==> config.mk <==
export PLATFORM = sky130hd
export DESIGN_NAME = pwm_timer_bank
export DESIGN_NICKNAME = d
export VERILOG_FILES = /design/src/rtl/pwm_timer_pkg.sv /design/src/rtl/pwm_tick_gen.sv /design/src/rtl/pwm_chan.sv /design/src/rtl/pwm_regs.sv /design/src/rtl/pwm_timer_bank.sv
export SDC_FILE = /design/constraint.sdc
export NUM_CORES = 1
export LEC_CHECK = 0
export BUFFER_PORTS_ARGS = -buffer_cell sky130_fd_sc_hd__buf_2
export CELL_PAD_IN_SITES_DETAIL_PLACEMENT = 0
export CELL_PAD_IN_SITES_GLOBAL_PLACEMENT = 1
export CORE_MARGIN = 2
export CORE_UTILIZATION = 45
export DETAILED_ROUTE_END_ITERATION = 7
export GPL_TIMING_DRIVEN = 0
export HOLD_SLACK_MARGIN = 0.12
export PLACE_DENSITY = 0.8
export SLEW_MARGIN = 15
export SYNTH_ARGS = -nofsm -noshare
export SYNTH_HDL_FRONTEND = slang
export SYNTH_HIERARCHICAL = 1
export SYNTH_SLANG_ARGS = --single-unit
==> constraint.sdc <==
create_clock -name clk_i -period 3.05 [get_ports clk_i]
set_clock_uncertainty 0.2 [all_clocks]
set_input_delay 0.305 -clock clk_i [delete_from_list [all_inputs] [get_ports clk_i]]
set_output_delay 0.305 -clock clk_i [all_outputs]
set_load 0.02 [all_outputs]
==> src/rtl/pwm_timer_pkg.sv <==
package pwm_timer_pkg;
  localparam int NUM_CH       = 5;
  localparam int NUM_PWM      = 4;
  localparam int NUM_GRP      = 2;
  localparam int DIV_MAX_LOG2 = 4;
  localparam int CTRL_GRP_W   = 4;
  localparam int IRQ_EN_LSB   = 8;

  localparam int A_PSC  = 0;
  localparam int A_DIV  = 1;
  localparam int A_CTRL = 2;
  localparam int A_IRQ  = 3;
  localparam int A_CNTB = 4;
  localparam int A_CMPB = A_CNTB + NUM_CH;

  // bit order matches the control group layout, start at +0
  typedef struct packed {
    logic reload;
    logic invert;
    logic update;
    logic start;
  } ch_ctrl_t;

  function automatic int ctrl_base(input int ch);
    return (ch == 0) ? 0 : 4 + 4 * ch;
  endfunction

  function automatic int psc_group(input int ch);
    return (ch < 2) ? 0 : 1;
  endfunction
endpackage

==> src/rtl/pwm_tick_gen.sv <==
module pwm_tick_gen
  import pwm_timer_pkg::*;
#(
  parameter int PSC_W = 8,
  parameter int SEL_W = 4
) (
  input  logic                             clk_i,
  input  logic                             rst_ni,
  input  logic [NUM_GRP-1:0][PSC_W-1:0]    psc_i,
  input  logic [NUM_CH-1:0][SEL_W-1:0]     sel_i,
  output logic [NUM_CH-1:0]                tick_o
);
  localparam int DW = DIV_MAX_LOG2;

  logic [PSC_W-1:0] pre_q [NUM_GRP];
  logic [DW-1:0]    div_q [NUM_GRP];
  logic [NUM_GRP-1:0] pulse;

  always_comb begin
    for (int g = 0; g < NUM_GRP; g++) pulse[g] = (pre_q[g] >= psc_i[g]);
  end

  always_ff @(posedge clk_i or negedge rst_ni) begin
    if (!rst_ni) begin
      for (int g = 0; g < NUM_GRP; g++) begin
        pre_q[g] <= '0;
        div_q[g] <= '0;
      end
    end else begin
      for (int g = 0; g < NUM_GRP; g++) begin
        if (pulse[g]) begin
          pre_q[g] <= '0;
          div_q[g] <= div_q[g] + 1'b1;
        end else begin
          pre_q[g] <= pre_q[g] + 1'b1;
        end
      end
    end
  end

  function automatic logic [DW-1:0] sel_mask(input logic [SEL_W-1:0] s);
    logic [DW-1:0] m;
    m = '0;
    for (int b = 0; b < DW; b++) if (SEL_W'(b) < s) m[b] = 1'b1;
    return m;
  endfunction

  for (genvar c = 0; c < NUM_CH; c++) begin : g_tick
    localparam int G = psc_group(c);
    logic [DW-1:0] mask;
    assign mask      = sel_mask(sel_i[c]);
    assign tick_o[c] = pulse[G] && ((div_q[G] & mask) == mask);
  end
endmodule

==> src/rtl/pwm_chan.sv <==
module pwm_chan #(
  parameter int CNT_W   = 32,
  parameter bit HAS_CMP = 1'b1
) (
  input  logic             clk_i,
  input  logic             rst_ni,
  input  logic             tick_i,
  input  logic             start_i,
  input  logic             update_i,
  input  logic             reload_i,
  input  logic [CNT_W-1:0] cnt_buf_i,
  input  logic [CNT_W-1:0] cmp_buf_i,
  output logic [CNT_W-1:0] cnt_o,
  output logic             run_o,
  output logic             uflow_o,
  output logic             raw_o
);
  logic [CNT_W-1:0] cnt_q;
  logic             done_q;
  logic             load;

  assign run_o   = start_i && !done_q;
  assign uflow_o = tick_i && run_o && !update_i && (cnt_q == '0);
  assign load    = update_i || (uflow_o && reload_i);
  assign cnt_o   = cnt_q;

  always_ff @(posedge clk_i or negedge rst_ni) begin
    if (!rst_ni) begin
      cnt_q  <= '0;
      done_q <= 1'b0;
    end else if (update_i) begin
      cnt_q  <= cnt_buf_i;
      done_q <= 1'b0;
    end else if (tick_i && run_o) begin
      if (cnt_q != '0)   cnt_q  <= cnt_q - 1'b1;
      else if (reload_i) cnt_q  <= cnt_buf_i;
      else               done_q <= 1'b1;
    end
  end

  if (HAS_CMP) begin : g_cmp
    logic [CNT_W-1:0] cmp_q;
    always_ff @(posedge clk_i or negedge rst_ni) begin
      if (!rst_ni)   cmp_q <= '0;
      else if (load) cmp_q <= cmp_buf_i;
    end
    assign raw_o = run_o && (cnt_q <= cmp_q);
  end else begin : g_nocmp
    logic unused_cmp;
    assign unused_cmp = ^{cmp_buf_i, load};
    assign raw_o      = 1'b0;
  end
endmodule

==> src/rtl/pwm_regs.sv <==
module pwm_regs
  import pwm_timer_pkg::*;
#(
  parameter int DATA_W = 32,
  parameter int PSC_W  = 8,
  parameter int ADDR_W = 4,
  parameter int SEL_W  = 4
) (
  input  logic                               clk_i,
  input  logic                               rst_ni,
  input  logic                               wr_en_i,
  input  logic [ADDR_W-1:0]                  addr_i,
  input  logic [DATA_W-1:0]                  wdata_i,
  output logic [DATA_W-1:0]                  rdata_o,
  input  logic [NUM_CH-1:0]                  uflow_i,
  output logic [NUM_GRP-1:0][PSC_W-1:0]      psc_o,
  output logic [NUM_CH-1:0][SEL_W-1:0]       sel_o,
  output ch_ctrl_t [NUM_CH-1:0]              ctrl_o,
  output logic [NUM_CH-1:0]                  irq_en_o,
  output logic [NUM_CH-1:0]                  irq_st_o,
  output logic [NUM_CH-1:0][DATA_W-1:0]      cnt_buf_o,
  output logic [NUM_PWM-1:0][DATA_W-1:0]     cmp_buf_o
);
  logic wr_psc, wr_div, wr_ctrl, wr_irq;

  assign wr_psc  = wr_en_i && (addr_i == ADDR_W'(A_PSC));
  assign wr_div  = wr_en_i && (addr_i == ADDR_W'(A_DIV));
  assign wr_ctrl = wr_en_i && (addr_i == ADDR_W'(A_CTRL));
  assign wr_irq  = wr_en_i && (addr_i == ADDR_W'(A_IRQ));

  always_ff @(posedge clk_i or negedge rst_ni) begin
    if (!rst_ni) begin
      psc_o    <= '0;
      sel_o    <= '0;
      ctrl_o   <= '0;
      irq_en_o <= '0;
    end else begin
      if (wr_psc) psc_o <= wdata_i[NUM_GRP*PSC_W-1:0];
      if (wr_div) sel_o <= wdata_i[NUM_CH*SEL_W-1:0];
      if (wr_ctrl)
        for (int c = 0; c < NUM_CH; c++)
          ctrl_o[c] <= ch_ctrl_t'(wdata_i[ctrl_base(c) +: CTRL_GRP_W]);
      if (wr_irq) irq_en_o <= wdata_i[IRQ_EN_LSB +: NUM_CH];
    end
  end

  // set has priority over the write-one clear
  always_ff @(posedge clk_i or negedge rst_ni) begin
    if (!rst_ni) irq_st_o <= '0;
    else
      for (int c = 0; c < NUM_CH; c++) begin
        if (uflow_i[c] && irq_en_o[c])  irq_st_o[c] <= 1'b1;
        else if (wr_irq && wdata_i[c])  irq_st_o[c] <= 1'b0;
      end
  end

  always_ff @(posedge clk_i or negedge rst_ni) begin
    if (!rst_ni) begin
      cnt_buf_o <= '0;
      cmp_buf_o <= '0;
    end else if (wr_en_i) begin
      for (int c = 0; c < NUM_CH; c++)
        if (addr_i == ADDR_W'(A_CNTB + c)) cnt_buf_o[c] <= wdata_i;
      for (int p = 0; p < NUM_PWM; p++)
        if (addr_i == ADDR_W'(A_CMPB + p)) cmp_buf_o[p] <= wdata_i;
    end
  end

  always_comb begin
    rdata_o = '0;
    if (addr_i == ADDR_W'(A_PSC))  rdata_o[NUM_GRP*PSC_W-1:0] = psc_o;
    if (addr_i == ADDR_W'(A_DIV))  rdata_o[NUM_CH*SEL_W-1:0]  = sel_o;
    if (addr_i == ADDR_W'(A_CTRL))
      for (int c = 0; c < NUM_CH; c++) rdata_o[ctrl_base(c) +: CTRL_GRP_W] = ctrl_o[c];
    if (addr_i == ADDR_W'(A_IRQ)) begin
      rdata_o[NUM_CH-1:0]             = irq_st_o;
      rdata_o[IRQ_EN_LSB +: NUM_CH]   = irq_en_o;
    end
    for (int c = 0; c < NUM_CH; c++)
      if (addr_i == ADDR_W'(A_CNTB + c)) rdata_o = cnt_buf_o[c];
    for (int p = 0; p < NUM_PWM; p++)
      if (addr_i == ADDR_W'(A_CMPB + p)) rdata_o = cmp_buf_o[p];
  end
endmodule

==> src/rtl/pwm_timer_bank.sv <==
module pwm_timer_bank
  import pwm_timer_pkg::*;
#(
  parameter int DATA_W = 32,
  parameter int PSC_W  = 8,
  parameter int ADDR_W = 4,
  parameter int SEL_W  = 4
) (
  input  logic               clk_i,
  input  logic               rst_ni,
  input  logic               wr_en_i,
  input  logic [ADDR_W-1:0]  addr_i,
  input  logic [DATA_W-1:0]  wdata_i,
  output logic [DATA_W-1:0]  rdata_o,
  output logic [NUM_PWM-1:0] pwm_o,
  output logic [NUM_CH-1:0]  irq_o
);
  logic [NUM_GRP-1:0][PSC_W-1:0]  psc;
  logic [NUM_CH-1:0][SEL_W-1:0]   sel;
  ch_ctrl_t [NUM_CH-1:0]          ctrl;
  logic [NUM_CH-1:0]              irq_en, irq_st;
  logic [NUM_CH-1:0][DATA_W-1:0]  cnt_buf;
  logic [NUM_PWM-1:0][DATA_W-1:0] cmp_buf;
  logic [NUM_CH-1:0]              tick, chan_run, chan_uflow, chan_raw;
  logic [NUM_CH-1:0][DATA_W-1:0]  chan_cnt;

  pwm_regs #(.DATA_W(DATA_W), .PSC_W(PSC_W), .ADDR_W(ADDR_W), .SEL_W(SEL_W)) u_regs (
    .clk_i, .rst_ni, .wr_en_i, .addr_i, .wdata_i, .rdata_o,
    .uflow_i(chan_uflow), .psc_o(psc), .sel_o(sel), .ctrl_o(ctrl),
    .irq_en_o(irq_en), .irq_st_o(irq_st), .cnt_buf_o(cnt_buf), .cmp_buf_o(cmp_buf)
  );

  pwm_tick_gen #(.PSC_W(PSC_W), .SEL_W(SEL_W)) u_tick (
    .clk_i, .rst_ni, .psc_i(psc), .sel_i(sel), .tick_o(tick)
  );

  for (genvar c = 0; c < NUM_CH; c++) begin : g_ch
    logic [DATA_W-1:0] cmp_b;
    if (c < NUM_PWM) begin : g_has
      assign cmp_b    = cmp_buf[c];
      assign pwm_o[c] = chan_raw[c] ^ ctrl[c].invert;
    end else begin : g_tick_only
      assign cmp_b = '0;
    end
    pwm_chan #(.CNT_W(DATA_W), .HAS_CMP(c < NUM_PWM)) u_chan (
      .clk_i, .rst_ni,
      .tick_i(tick[c]), .start_i(ctrl[c].start), .update_i(ctrl[c].update),
      .reload_i(ctrl[c].reload), .cnt_buf_i(cnt_buf[c]), .cmp_buf_i(cmp_b),
      .cnt_o(chan_cnt[c]), .run_o(chan_run[c]), .uflow_o(chan_uflow[c]), .raw_o(chan_raw[c])
    );
  end

  logic unused_tick_only;
  assign unused_tick_only = ^{chan_raw[NUM_CH-1], ctrl[NUM_CH-1].invert};

  assign irq_o = irq_st;
endmodule

==> results.json <==
{
  "syn-num-nets": 3916,
  "crit_type": "reg -> out",
  "drt-wirelength-per-cell_um": 30.9,
  "clockBufferDepth": 3,
  "wl_mm": 162,
  "crit_buf_inv": 1,
  "p_int_mw": 25.7,
  "crit_family": "simple AND/OR/NAND/NOR gates",
  "cts_buffers": 77,
  "fin_util": 0.556,
  "leakagePower_nw": 19.9,
  "clk_latency_ps": 650,
  "violations": "setup timing",
  "setup-tns-final_ps": -9090,
  "path_clk_slew_ps": 60,
  "die_h_um": 296,
  "drive_gt1_frac": 0.310,
  "min_period_ps": 3520,
  "cp_cell_sequence": "ha_4 -> nand4_1 -> nor4_4 -> a21bo_2 -> o211ai_1 -> a211o_1 -> nand2_2 -> xor2_4 -> buf_6",
  "yosys_warnings": 6,
  "grt_pass1_vias": 32500,
  "viasPerCell": 6.57,
  "slowest_stage": "dfrtp_2",
  "max_cap_viol_count": 0,
  "grt_max_degree": 101,
  "drc": 0,
  "p_sw_mw": 17.9,
  "syn_avg_cell_area_um2": 10.3,
  "die_w_um": 296,
  "max_stage_delay_ps": 440,
  "finalCritPeriodShare": 1.15,
  "first_pass_iters": 6,
  "die-area_um2": 87400,
  "coreArea_um2": 84000,
  "htreeDepth": 3,
  "hpwl_mm": 119,
  "area_growth_pct": 22.0,
  "r2r_start": "u_regs/psc_o[15]",
  "ir_worst_vdd_v": 0.000598,
  "power_density_nw_per_um2": 933,
  "regArea_um2": 16800,
  "antenna_found_initial": 16,
  "drtIter0Drc": 4459,
  "ant_nets": 0,
  "num_vias": 34400,
  "numPortBuffers": 73,
  "min_path_type": "in -> async",
  "grt_use_total": 0.366,
  "fill_cells": 7214,
  "finalMaxSlewViolations": 0,
  "rows": 106,
  "clockRootBuffer": "clkbuf_16",
  "final_net_count": 4233,
  "cts.sinks": 671,
  "grt_pass1_wl_mm": 232,
  "syn_area_um2": 38300,
  "syn_inst": 3719,
  "p_sw_frac": 0.411,
  "rrSetupSlack_ps": -170,
  "maxSlewHeadroom": 0.176,
  "multi_input_area_um2": 21200,
  "setup_viol": 116,
  "grt_overflow": 0,
  "tightestPinTransition_ps": 1240,
  "postLayoutSetupSlackWorst_ps": -470,
  "io_pins": 80,
  "cts_tree": "done",
  "status": "finished with violations",
  "cp_data_arrival_time_ps": 3010,
  "pre_cts_slack_ps": -1020,
  "reg2reg_depth": 14,
  "end_kind": "output pin",
  "power.total_mw": 43.6,
  "cp_data_required_time_ps": 2540,
  "p_seq_frac": 0.376,
  "start_util": 0.456,
  "combPwrFrac": 0.389,
  "rsz0062_at_grt": "true",
  "p_clk_frac": 0.236,
  "hold_viol": 0,
  "crit_path_start_kind": "flop",
  "rr_endpoint": "g_ch[2].u_chan/cnt_o[15]",
  "cp_max_fo": 2,
  "place.gp.congestion": 1.06,
  "fmax_ghz": 0.284
}
[worst register-to-register path: stages (launching register included)]
cell and delay [ps]:
dfrtp_1 430, inv_2 70, ha_4 260, nand4_1 100, a21oi_2 190, a211o_4 190, buf_8 100, and3_4 270
and2_4 190, nor2_4 40, buf_6 130, a31oi_4 440, buf_8 230, buf_6 110, o2bb2a_4 150
[worst max-delay path by stage]
| stage | start | end | slack (ps) | cells after the start |
|---|---|---|---|---|
| finish | g_ch[0].u_chan/cnt_o[12] | pwm_o[0] | -470 | 9 |
| global route | g_ch[1].u_chan/cnt_o[10] | pwm_o[1] | -550 | 9 |
| CTS | g_ch[3].u_chan/cnt_o[10] | pwm_o[3] | -460 | 9 |
| detailed placement | u_regs/psc_o[6] | g_ch[0].u_chan/cnt_o[28] | -1020 | 12 |
| global placement | rst_ni | g_ch[3].u_chan/g_cmp.cmp_q[13] | -13210 | 1 |
| floorplan | u_tick/pre_q[0] | g_ch[2].u_chan/cnt_o[5] | 4 | 13 |
[power by group through the flow]
stage,Combinational (mW),Sequential [mW],Clock (mW)
final,16.9,16.4,10.3
after global routing,18.4,16.6,10.7
after CTS,15.5,16.1,10.3
after detailed placement,13.1,16.4,0
after global placement,12.8,16.4,0
after floorplan,9.61,14.2,0
[per-layer routing]
layer	vias to the layer above	global-route usage	wire length, um
met4	16	0.184	9980
met2	2146	0.545	69900
met3	489	0.0911	17700
met1	17200	0.496	64400
met5	-	0	108
li1	14500	-	-
[area by class of cell]
cell class,count,area share
flip-flops and latches,671,0.360
well taps,1134,0.0304
clock inverters,39,0.0121
diodes,7,0.000375
multi-input cells,2604,0.455
clock buffers,102,0.0469
repair buffers,239,0.0461
plain buffers,234,0.0321
inverters,209,0.0168
[metrics by stage]
stage               instance area (um2)  hold slack, ps  std cells
floorplan                         38300            -191       3719
global placement                  40100             281       4926
detailed placement                40300             179       4934
CTS                               45500             131       5196
global route                      46700             168       5234
finish                            46700             132       5239
[state kept, by name (all words and copies together) (netlist names)]
name                     flops
g_ch.u_chan/g_cmp.cmp_q    128
g_ch.u_chan/done_q           5
u_regs/irq_en_o              5
g_ch.u_chan/cnt_o          160
u_regs/ctrl_o               20
u_regs/cmp_buf_o           128
u_regs/cnt_buf_o           160
u_regs/irq_st_o              5
u_regs/sel_o                20
u_tick/pre_q                16
u_regs/psc_o                16
u_tick/div_q                 8
[layout by cell type (no fill, tap or decap), types with 27 or more instances in the layout]
cell type      instances
nand4_1               66
clkbuf_16             81
buf_4                128
mux2_1                49
inv_1                199
nand2b_1              33
dfrtp_2               39
dfrtp_1              632
mux2_2               324
buf_6                 51
nor4_1                52
dlygate4sd3_1         31
nor3_1                80
o21ai_2               97
buf_2                129
ha_1                 131
o22ai_1               43
nand3_1               65
mux2i_1               73
o2bb2ai_1             39
o21ai_0              245
nor2b_1               27
nor2_1               190
a22oi_1               47
a21oi_2               29
clkbuf_1              76
o21ai_1               85
a21oi_1              164
nand2_1              162
[repair_timing]
action                     4_1_cts  5_1_grt
hold endpoints to repair       422        0
hold buffers                    34        0
buffers inserted                77       33
setup endpoints to repair      307      288
resized for setup              395      243
pin swaps                       52       51
gates cloned                    10        6
Note: power is estimated with default switching activity, not from simulation.
